**src/rtl/ipi_pkg.sv**
```systemverilog
package ipi_pkg;
  localparam int REG_AW = 3;

  typedef enum logic [REG_AW-1:0] {
    RA_WHOAMI = 3'd0,
    RA_EVENT  = 3'd1,
    RA_SEND   = 3'd2,
    RA_ACK    = 3'd3,
    RA_MSET   = 3'd4,
    RA_MCLR   = 3'd5
  } reg_addr_e;

  localparam int BIT_OTHER = 0;
  localparam int BIT_SELF  = 31;

  localparam logic [7:0]  EVT_TYPE_IPI  = 8'd4;
  localparam logic [15:0] EVT_NUM_OTHER = 16'd1;
  localparam logic [15:0] EVT_NUM_SELF  = 16'd2;

  localparam logic [31:0] EVT_WORD_OTHER = {8'd0, EVT_TYPE_IPI, EVT_NUM_OTHER};
  localparam logic [31:0] EVT_WORD_SELF  = {8'd0, EVT_TYPE_IPI, EVT_NUM_SELF};
endpackage

```
**src/rtl/ipi_bus_decode.sv**
```systemverilog
module ipi_bus_decode
  import ipi_pkg::*;
#(
  parameter int NUM_CPU = 4,
  parameter int CPU_W   = (NUM_CPU > 1) ? $clog2(NUM_CPU) : 1
) (
  input  logic              clk,
  input  logic              rst,
  input  logic              bus_wr,
  input  logic              bus_rd,
  input  logic [REG_AW-1:0] bus_addr,
  input  logic [31:0]       bus_wdata,
  input  logic [CPU_W-1:0]  bus_cpu,
  output logic [NUM_CPU-1:0] ack_oth,
  output logic [NUM_CPU-1:0] ack_slf,
  output logic [NUM_CPU-1:0] mset_oth,
  output logic [NUM_CPU-1:0] mset_slf,
  output logic [NUM_CPU-1:0] mclr_oth,
  output logic [NUM_CPU-1:0] mclr_slf,
  output logic [NUM_CPU-1:0] evt_rd,
  output logic [NUM_CPU-1:0] send_oth_q,
  output logic [NUM_CPU-1:0] send_slf_q
);
  logic wr_send, wr_ack, wr_mset, wr_mclr, rd_evt;

  always_comb begin
    wr_send = bus_wr && (bus_addr == RA_SEND);
    wr_ack  = bus_wr && (bus_addr == RA_ACK);
    wr_mset = bus_wr && (bus_addr == RA_MSET);
    wr_mclr = bus_wr && (bus_addr == RA_MCLR);
    rd_evt  = bus_rd && (bus_addr == RA_EVENT);
  end

  for (genvar c = 0; c < NUM_CPU; c++) begin : g_cpu
    logic sel;
    assign sel         = (bus_cpu == CPU_W'(c));
    assign ack_oth[c]  = wr_ack  && sel && bus_wdata[BIT_OTHER];
    assign ack_slf[c]  = wr_ack  && sel && bus_wdata[BIT_SELF];
    assign mset_oth[c] = wr_mset && sel && bus_wdata[BIT_OTHER];
    assign mset_slf[c] = wr_mset && sel && bus_wdata[BIT_SELF];
    assign mclr_oth[c] = wr_mclr && sel && bus_wdata[BIT_OTHER];
    assign mclr_slf[c] = wr_mclr && sel && bus_wdata[BIT_SELF];
    assign evt_rd[c]   = rd_evt  && sel;

    always_ff @(posedge clk) begin
      if (rst) begin
        send_oth_q[c] <= 1'b0;
        send_slf_q[c] <= 1'b0;
      end else begin
        send_oth_q[c] <= wr_send && bus_wdata[c];
        send_slf_q[c] <= wr_send && sel && bus_wdata[BIT_SELF];
      end
    end
  end
endmodule

```
**src/rtl/ipi_cpu_slot.sv**
```systemverilog
module ipi_cpu_slot
  import ipi_pkg::*;
(
  input  logic        clk,
  input  logic        rst,
  input  logic        send_oth,
  input  logic        send_slf,
  input  logic        ack_oth,
  input  logic        ack_slf,
  input  logic        mset_oth,
  input  logic        mset_slf,
  input  logic        mclr_oth,
  input  logic        mclr_slf,
  input  logic        evt_rd,
  output logic        pend_oth,
  output logic        pend_slf,
  output logic        mask_oth,
  output logic        mask_slf,
  output logic        req,
  output logic [31:0] evt_word
);
  logic take_oth, take_slf;
  logic pend_oth_n, pend_slf_n, mask_oth_n, mask_slf_n;

  always_comb begin
    take_oth = pend_oth && !mask_oth;
    take_slf = pend_slf && !mask_slf && !take_oth;

    if (take_oth)      evt_word = EVT_WORD_OTHER;
    else if (take_slf) evt_word = EVT_WORD_SELF;
    else               evt_word = '0;

    // a landing send wins over a same-edge acknowledge
    pend_oth_n = (pend_oth && !ack_oth) || send_oth;
    pend_slf_n = (pend_slf && !ack_slf) || send_slf;
    mask_oth_n = (mask_oth || mset_oth || (evt_rd && take_oth)) && !mclr_oth;
    mask_slf_n = (mask_slf || mset_slf || (evt_rd && take_slf)) && !mclr_slf;
  end

  always_ff @(posedge clk) begin
    if (rst) begin
      pend_oth <= 1'b0;
      pend_slf <= 1'b0;
      mask_oth <= 1'b1;
      mask_slf <= 1'b1;
      req      <= 1'b0;
    end else begin
      pend_oth <= pend_oth_n;
      pend_slf <= pend_slf_n;
      mask_oth <= mask_oth_n;
      mask_slf <= mask_slf_n;
      req      <= (pend_oth_n && !mask_oth_n) || (pend_slf_n && !mask_slf_n);
    end
  end
endmodule

```
**src/rtl/ipi_unit.sv**
```systemverilog
module ipi_unit
  import ipi_pkg::*;
#(
  parameter int NUM_CPU = 4,
  parameter int CPU_W   = (NUM_CPU > 1) ? $clog2(NUM_CPU) : 1
) (
  input  logic               clk,
  input  logic               rst,
  input  logic               bus_wr,
  input  logic               bus_rd,
  input  logic [REG_AW-1:0]  bus_addr,
  input  logic [31:0]        bus_wdata,
  input  logic [CPU_W-1:0]   bus_cpu,
  output logic [31:0]        bus_rdata,
  output logic [NUM_CPU-1:0] irq_req
);
  logic [NUM_CPU-1:0] ack_oth, ack_slf, mset_oth, mset_slf, mclr_oth, mclr_slf;
  logic [NUM_CPU-1:0] evt_rd, send_oth_q, send_slf_q;
  logic [NUM_CPU-1:0] pend_oth, pend_slf, mask_oth, mask_slf;
  logic [NUM_CPU-1:0][31:0] evt_words;

  ipi_bus_decode #(.NUM_CPU(NUM_CPU), .CPU_W(CPU_W)) u_dec (
    .clk        (clk),
    .rst        (rst),
    .bus_wr     (bus_wr),
    .bus_rd     (bus_rd),
    .bus_addr   (bus_addr),
    .bus_wdata  (bus_wdata),
    .bus_cpu    (bus_cpu),
    .ack_oth    (ack_oth),
    .ack_slf    (ack_slf),
    .mset_oth   (mset_oth),
    .mset_slf   (mset_slf),
    .mclr_oth   (mclr_oth),
    .mclr_slf   (mclr_slf),
    .evt_rd     (evt_rd),
    .send_oth_q (send_oth_q),
    .send_slf_q (send_slf_q)
  );

  for (genvar c = 0; c < NUM_CPU; c++) begin : g_slot
    ipi_cpu_slot u_slot (
      .clk      (clk),
      .rst      (rst),
      .send_oth (send_oth_q[c]),
      .send_slf (send_slf_q[c]),
      .ack_oth  (ack_oth[c]),
      .ack_slf  (ack_slf[c]),
      .mset_oth (mset_oth[c]),
      .mset_slf (mset_slf[c]),
      .mclr_oth (mclr_oth[c]),
      .mclr_slf (mclr_slf[c]),
      .evt_rd   (evt_rd[c]),
      .pend_oth (pend_oth[c]),
      .pend_slf (pend_slf[c]),
      .mask_oth (mask_oth[c]),
      .mask_slf (mask_slf[c]),
      .req      (irq_req[c]),
      .evt_word (evt_words[c])
    );
  end

  logic        cpu_ok;
  logic [31:0] rd_next;

  always_comb begin
    cpu_ok  = (int'(bus_cpu) < NUM_CPU);
    rd_next = '0;
    unique case (bus_addr)
      RA_WHOAMI: rd_next = 32'(bus_cpu);
      RA_EVENT:  if (cpu_ok) rd_next = evt_words[bus_cpu];
      RA_ACK:    if (cpu_ok) rd_next = {pend_slf[bus_cpu], 30'd0, pend_oth[bus_cpu]};
      RA_MSET,
      RA_MCLR:   if (cpu_ok) rd_next = {mask_slf[bus_cpu], 30'd0, mask_oth[bus_cpu]};
      default:   rd_next = '0;
    endcase
  end

  always_ff @(posedge clk) begin
    if (rst)         bus_rdata <= '0;
    else if (bus_rd) bus_rdata <= rd_next;
  end
endmodule

```
**config.mk**
```make
export PLATFORM = sky130hd
export DESIGN_NAME = ipi_unit
export DESIGN_NICKNAME = d
export VERILOG_FILES = /design/src/rtl/ipi_pkg.sv /design/src/rtl/ipi_bus_decode.sv /design/src/rtl/ipi_cpu_slot.sv /design/src/rtl/ipi_unit.sv
export SDC_FILE = /design/constraint.sdc
export NUM_CORES = 1
export LEC_CHECK = 0
export BUFFER_PORTS_ARGS = -buffer_cell sky130_fd_sc_hd__buf_2
export CORE_UTILIZATION = 31
export DETAILED_ROUTE_END_ITERATION = 8
export PLACE_DENSITY_LB_ADDON = 0.15
export SYNTH_ARGS = -nofsm -noshare
export SYNTH_HDL_FRONTEND = slang
export SYNTH_SLANG_ARGS = --single-unit
```
**constraint.sdc**
```tcl
create_clock -name clk -period 1.6 [get_ports clk]
set_input_delay 0.08 -clock clk [delete_from_list [all_inputs] [get_ports clk]]
set_output_delay 0.08 -clock clk [all_outputs]
set_load 0.01 [all_outputs]
```
### After elaboration in Yosys (flattened, before gate mapping)

Cells that the tools add are included.
W data, S select, Z words.

* register bits: 60
* output and inout port bits: 36
* logic and storage cells: 225

* $lt $le $gt $ge: 1
* equality and inequality tests: 8
* muxes and demuxes: 19
* reduce and logical (&&, ||, !) cells: 168

Operators by type and width (number)
* $mux W32: 5
* $pmux W32 S4: 1
* $logic_and A1 B1 Y1: 101
* $mux W19: 4
* $bmux W32 S2: 1
* $logic_not A1 Y1: 36
* $logic_or A1 B1 Y1: 28
* $bmux W1 S2: 4
* $eq A3 B2 Y1 const B: 2
* $eq A3 B3 Y1 const B: 2
* $eq A2 B2 Y1 const B: 2
* $mux W1: 4
* $eq A3 B1 Y1 const B: 1
* $logic_not A3 Y1: 1
* $lt A2 B3 Y1 const B: 1
* $eq A2 B1 Y1 const B: 1
* $logic_not A2 Y1: 1
* $reduce_or A2 Y1: 1

### Depth between registers and ports, before layout

Gate-level depths: netlist of run 1.

* depth in word-level cells: 10
* mapped depth: 6
* mapped depth without buffers: 4

### Hierarchy

A second synthesis of run 1 with hierarchy kept.

* cells, all modules: 451
* area total of the unflattened synthesis: 4369.2 um2

Modules (own cells, without submodules)
* ipi_unit: times used 1, cells each 166, area each 2031.9 um2, sequential area each 640.6 um2
* ipi_cpu_slot: times used 4, cells each 55, area each 441.7 um2, sequential area each 100.1 um2
* ipi_bus_decode: times used 1, cells each 65, area each 570.5 um2, sequential area each 160.2 um2

### Least setup slack after synthesis of run 1

Ideal clock, no wire load.

* path type: flip-flop to flip-flop
* start point: reg g_slot[0].u_slot.pend_slf
* end point: reg bus_rdata[1]
* arrival time: 1215 ps
* required time: 1509 ps
* setup slack: 294 ps
* cell stages (with the launch flop): 5
* buffers on the path: 0
* period minus slack after synthesis: 1306 ps
* cells stage by stage: dfxtp_1 -> or4b_4 -> o32ai_2 -> o311ai_1 -> a311oi_1

* word-level cells in the longest chain between the ends: 7

Ends and longest elaborated chain
* start: declaration: RTL line ipi_cpu_slot.sv:16 `output logic pend_slf,`
* start signal: assignment: RTL line ipi_cpu_slot.sv:49 `pend_slf <= pend_slf_n;`
* $logic_and A1 B1 Y1 (2 in series): RTL line ipi_cpu_slot.sv:27 `take_slf = pend_slf && !mask_slf && !take_oth;`
* $mux W19: RTL line ipi_cpu_slot.sv:30 `else if (take_slf) evt_word = EVT_WORD_SELF;`
* $mux W32: RTL line ipi_cpu_slot.sv:29 `if (take_oth) evt_word = EVT_WORD_OTHER;`
* $bmux W32 S2: RTL line ipi_unit.sv:71 `RA_EVENT: if (cpu_ok) rd_next = evt_words[bus_cpu];`
* $mux W32 (not written as such): RTL line ipi_unit.sv:71
* $pmux W32 S4: RTL line ipi_unit.sv:69 `unique case (bus_addr)`
* end signal: assignment: RTL line ipi_unit.sv:81 `else if (bus_rd) bus_rdata <= rd_next;`
* end: declaration: RTL line ipi_unit.sv:14 `output logic [31:0] bus_rdata,`

Every way passes these cells. The select of a mux whose other input is x is not followed.
A chain may end at the register's enable or synchronous reset.

### Worst setup path in the final report of run 1

* start point: reg g_slot[0].u_slot.mask_slf
* end point: reg bus_rdata[1]

* word-level cells in the longest chain between the ends: 8

Ends and longest elaborated chain
* start: declaration: RTL line ipi_cpu_slot.sv:18 `output logic mask_slf,`
* start signal: assignment: RTL line ipi_cpu_slot.sv:51 `mask_slf <= mask_slf_n;`
* $logic_not A1 Y1: RTL line ipi_cpu_slot.sv:27
* $logic_and A1 B1 Y1 (2 in series): RTL line ipi_cpu_slot.sv:27
* $mux W19: RTL line ipi_cpu_slot.sv:30
* $mux W32: RTL line ipi_cpu_slot.sv:29
* $bmux W32 S2: RTL line ipi_unit.sv:71
* $mux W32 (not written as such): RTL line ipi_unit.sv:71
* $pmux W32 S4: RTL line ipi_unit.sv:69

Every way passes these cells. The select of a mux whose other input is x is not followed.

==> run metrics, run 1 <==
Most used DFF post-synth dfxtp_1; Synth cell types 43; Worst Path Required 1800 ps; Setup Total Neg Slack 0 ps; sequential share of the synthesized area 0.3471; Fin Hold WS 116.3 ps; post-CTS resize count 0; DR vias 1573; post-route ant nets 0; CTS sink cnt 32; TritonCTS buffer count 5; status finished clean; Synth area leader dfxtp_1; Mapped Area 1846 sq um; global-route usage over all layers 0.1586; top post-synthesis cells by area dfxtp_1, buf_4, nor2_1, o32ai_1, nand2b_1; core area 5608 sq um; DRT Wirelength 4624 um; dpl cells 293; mean post-synth cell area 9.003 sq um; fraction of layout cells with a size suffix above 1 0.2241; Hold Crit Class in2reg; Die Area 6266 sq um; max incr delay on CP 500 ps; Worst Path Max Fanout 2; final core utilization 0.3686; startpoint types flip-flop; Max Clk Rate 705.8 MHz; Pre-antenna DRT Iters 4; Critical Path AT 1610 ps; routability cong. 0.8208; first-pass GRT wire length 7424 um; Clk pin slew, worst setup/hold paths 70 ps; drc violations 0; Power per Cell Area 807.2 nW/um^2; Max Slew Vio Count 0; slowest CP cell or4b_4; Max Root-Sink Buffers 2; die width 79.16 um; crit path time final 1417 ps; Yosys top cell area share 0.3471; Max rail drop VDD 360.3 uV; Cell Area, Placed 1944 sq um; htree depth 2; DRT iter0 DRCs 100; antenna violations before repair 0; skew final 6.683 ps; type of destination of the critical path flip-flop; largest net degree at the start of global routing 19; setup bufs post-CTS 0; RSZ-0062 raised after global routing false; clk root buf clkbuf_8; Finished Layout Cells 304; vias in the first global route 1322; crit-path cells or4b_4 > o32ai_2 > o311ai_1 > a311oi_1; port buffer count 21; Die H 79.16 um; Synth async-reset ratio 0; LEAKAGE 0.8310 nW; TritonCTS clock tree yes; Post-DP HPWL 3395 um; final-report hold violation count 0; top post-synthesis cells by count buf_4, dfxtp_1, nor2_1; count of flip-flops with a built-in enable after synthesis 0; Ant. Diodes 0; Vias/cell 5.174; Synth Instances 205; crit share post-route 0.8855; critical path type reg2reg; I/O pin cnt 77; cell with the most instances after synthesis buf_4; GRT Residual Overflow 0; # hold bufs at CTS 3; # nets final 272; final instance area 2067 sq um; Std-Cell Rows 27; WL/cell 15.21 um; Max-Cap Viols 0; Initial Util 0.3291; Worst-Skew Late Latency 280 ps; Area Overhead vs Synth 12.00%; Ys Warns 0; #FFs+latches synth 32; Final setup violation count 0
## critical path: cells and delay by family, from the launching register on
kind / cells / cell delay [ps]
AO/OA/AOI/OAI: 3 / 510
flip-flops: 1 / 310
AND/OR/NAND/NOR: 1 / 500
## registers in the layout, summed over array words and instances (netlist names)
name	cells
bus_rdata	4
g_slot.u_slot.pend_slf	4
u_dec.send_slf_q	4
u_dec.send_oth_q	4
g_slot.u_slot.pend_oth	4
g_slot.u_slot.mask_slf	4
g_slot.u_slot.mask_oth	4
g_slot.u_slot.req	4
## routing by layer
metal,GRT usage,part of all wire,vias to the layer above
li1,-,-,742
met1,0.2307,0.50,763
met2,0.2207,0.44,61
met3,0.03908,0.046,7
met4,0.06182,0.015,0
met5,0,0,-
## worst paths after layout
path,from,endpoint,slack (ps),cells after the start
worst max-delay path,g_slot[0].u_slot.mask_slf,bus_rdata[1],180,4
worst min-delay path,rst,bus_rdata[18],120,2
worst min register to register,u_dec.send_slf_q[3],g_slot[3].u_slot.pend_slf,450,2
worst max register to register,g_slot[0].u_slot.mask_slf,bus_rdata[1],180,4
## metrics by stage
stage	setup WS [ps]	total power, mW
after floorplan	293.6	1.012
after global placement	125.4	1.034
after detailed placement	136.5	1.033
after CTS	162.6	1.691
after global routing	64.35	1.757
final	183.1	1.668
## cell families (layout without fill, tap and decap cells)
| family | count (synthesis) | after routing | share of synthesized area |
|---|---|---|---|
| AO/OA/AOI/OAI | 43 | 43 | 0.1803 |
| multiplexers | 5 | 5 | 0.04949 |
| flip-flops | 32 | 32 | 0.3471 |
| AND/OR/NAND/NOR | 78 | 78 | 0.2542 |
| other | 1 | 28 | 0.002032 |
| buffers and inverters | 46 | 46 | 0.1668 |
## layout by cell type (no fill, tap or decap), drive strengths merged, types with 4 or more instances in the layout
cell type and count:
buf 33, dfxtp 32, conb 28, nor2 20, nand3 9, nand2b 9, o32ai 9, a21oi 8
nor2b 7, a311oi 6, o21ai 6, clkbuf 6, and2 5, or2 5, a2bb2oi 4, nand3b 4
## power breakdown
group          total (mW)  internal (mW)  leakage [nW]  switching (mW)
sequential          0.817          0.808         0.259         0.00859
combinational       0.206         0.0776         0.521           0.129
clock               0.645          0.343        0.0510           0.302
## final cells by class
class | count | area [sq um]
Clock buffer | 6 | 82.58
Sequential cell | 32 | 640.6
Multi-Input combinational cell | 154 | 998.5
Clock inverter | 2 | 10.01
Fill cell | 614 | 3541
Inverter | 2 | 7.507
Tap cell | 72 | 90.09
Timing Repair Buffer | 36 | 237.7
Note: power is estimated with default switching activity, not from simulation.
==> run 2: changes to the inputs <==
--- a/config.mk
+++ b/config.mk
@@ -9,6 +9,7 @@
 export CORE_UTILIZATION = 31
 export DETAILED_ROUTE_END_ITERATION = 8
 export PLACE_DENSITY_LB_ADDON = 0.15
+export SETUP_SLACK_MARGIN = 0.3
 export SYNTH_ARGS = -nofsm -noshare
 export SYNTH_HDL_FRONTEND = slang
 export SYNTH_SLANG_ARGS = --single-unit
==> run 2 against run 1 <==
Effect of this change:
- sequential power is essentially flat
- count of clock-buffer cells in the layout grew 2
- worst setup slack lost 34 ps
- via count shrank 2.9%
- combinational power is essentially flat
- largest cell class unchanged
- core utilization grew 1.0 points
- non-clock buffer count shrank 1
- die area is the same
==> run metrics, run 2 (same netlist as run 1, synthesis figures left out) <==
status finished clean; r2r setup slk 150 ps (-30 ps); Final setup violation count 0 (unchanged); Post-DP HPWL 3322 um (-2.2%); clk root buf clkbuf_8; dpl cells 291 (-0.68%); GRT Residual Overflow 0 (unchanged); Clk pin slew, worst setup/hold paths 70 ps (about the same); RSZ-0062 raised after global routing true; Initial Util 0.3291 (unchanged); post-route ant nets 0 (unchanged); LEAKAGE 0.8455 nW (+1.8%); Max-Cap Viols 0 (unchanged); DRT Wirelength 4547 um (-1.7%); CTS sink cnt 32 (unchanged); Max rail drop VDD 353.0 uV (-2.0%); Critical R2R Launch g_slot[0].u_slot.mask_slf; Worst Path Max Fanout 2 (unchanged); Std-Cell Rows 27 (unchanged); crit share post-route 0.9065 (+0.02095); final core utilization 0.3786 (+0.01004); reg2reg end bus_rdata[1]; hold path startpoint rst; Hold Crit Class in2reg; port buffer count 21 (unchanged); vias in the first global route 1366 (+3.3%); largest net degree at the start of global routing 20 (+1); Finished Layout Cells 303 (-0.33%); Power per Cell Area 782.8 nW/um^2 (-3.0%); Vias/cell 5.043 (-2.5%); Reg2Reg Depth 4 (unchanged); commonest non-fill, non-tap cell in the layout conb_1; Max Root-Sink Buffers 2 (unchanged); # nets final 271 (-0.37%); Worst Path Required 1790 ps (about the same); critical path type reg2reg; die width 79.16 um (unchanged); TritonCTS clock tree yes; type of destination of the critical path flip-flop; Worst-Skew Late Latency 280 ps (about the same); WHS Path Cells 2 (unchanged); fraction of layout cells with a size suffix above 1 0.2727 (+0.04859); hold endpoint bus_rdata[31]; crit path time final 1450 ps (+33.52 ps); core area 5608 sq um (unchanged); DRT iter0 DRCs 136 (+36%); Ant. Diodes 0 (unchanged); Setup Total Neg Slack 0 ps (unchanged); Die H 79.16 um (unchanged); Pre-antenna DRT Iters 4 (unchanged); antenna violations before repair 0 (unchanged); drc violations 0 (unchanged); DR vias 1528 (-2.9%); final-report hold violation count 0 (unchanged); Max Clk Rate 689.5 MHz (-2.3%); first-pass GRT wire length 7238 um (-2.5%); Critical Path AT 1640 ps (+30 ps); global-route usage over all layers 0.1549 (-0.003631); routability cong. 0.8293 (+1.0%); most frequent cells in the layout conb_1, dfxtp_1, buf_2, nor2_1, buf_4; TritonCTS buffer count 5 (unchanged); Die Area 6266 sq um (unchanged); skew final 3.178 ps (-3.505 ps); startpoint types flip-flop; Max Slew Vio Count 0 (unchanged); WL/cell 15.01 um (-1.3%); Area Overhead vs Synth 15.05%; htree depth 2 (unchanged); I/O pin cnt 77 (unchanged)
run 2: worst max-delay path by stage:
stage / slack [ps] / start / to
6_report: 150 / g_slot[0].u_slot.mask_slf / bus_rdata[1]
2_1_floorplan: 300 / g_slot[0].u_slot.pend_slf / bus_rdata[1]
5_1_grt: 110 / g_slot[0].u_slot.mask_slf / bus_rdata[1]
4_1_cts: 170 / g_slot[0].u_slot.mask_slf / bus_rdata[18]
3_3_place_gp: 80 / bus_cpu[0] / bus_rdata[1]
3_5_place_dp: 100 / bus_cpu[0] / bus_rdata[1]
run 2: layout make-up:
cell class                 instances  area [sq um]
fill                             605          3485
inverter                           2         7.507
sequential                        32         648.1
timing repair buffer              35         230.2
clock buffer                       8         90.09
tap                               72         90.09
multi-input combinational        154          1057
run 2: repair_timing:
action                                 4_1_cts  5_1_grt
gates resized for setup                      2       14
hold buffers                                 3        0
pin swaps                                    1        4
setup buffers                                0        1
endpoints found under the hold margin        3        0
gates cloned                                 0        0
setup endpoints to repair                    3        9
run 2: per-layer routing:
metal  share of wire  vias to the layer above  global-route usage
met1            0.47                      709              0.2199
met3           0.079                        9             0.03448
met2            0.44                       70              0.2250
met5               0                        -                   0
li1                -                      740                   -
met4           0.017                        0             0.06000
run 2: where the power goes:
group / internal, mW / total, mW / switching, mW
combinational: 0.0756 / 0.204 / 0.128
sequential: 0.809 / 0.818 / 0.00904
clock: 0.351 / 0.640 / 0.290
total: 1.24 / 1.66 / 0.427
run 2: worst max-delay path: stages, from the launching register on:
cell	delay [ps]
dfxtp_2	320
or4b_4	520
o32ai_4	150
o311ai_2	110
a311oi_1	260
run 2: per-stage QoR:
step           area [sq um]  setup slack (ps)  hold WS [ps]  power (mW)
2_1_floorplan          1947             303.4         201.7       1.012
3_3_place_gp           1929             83.24         282.0       1.030
3_5_place_dp           1929             98.10         283.1       1.027
4_1_cts                2067             167.8         86.29       1.686
5_1_grt                2123             110.1         103.1       1.749
6_report               2123             149.6         92.30       1.662
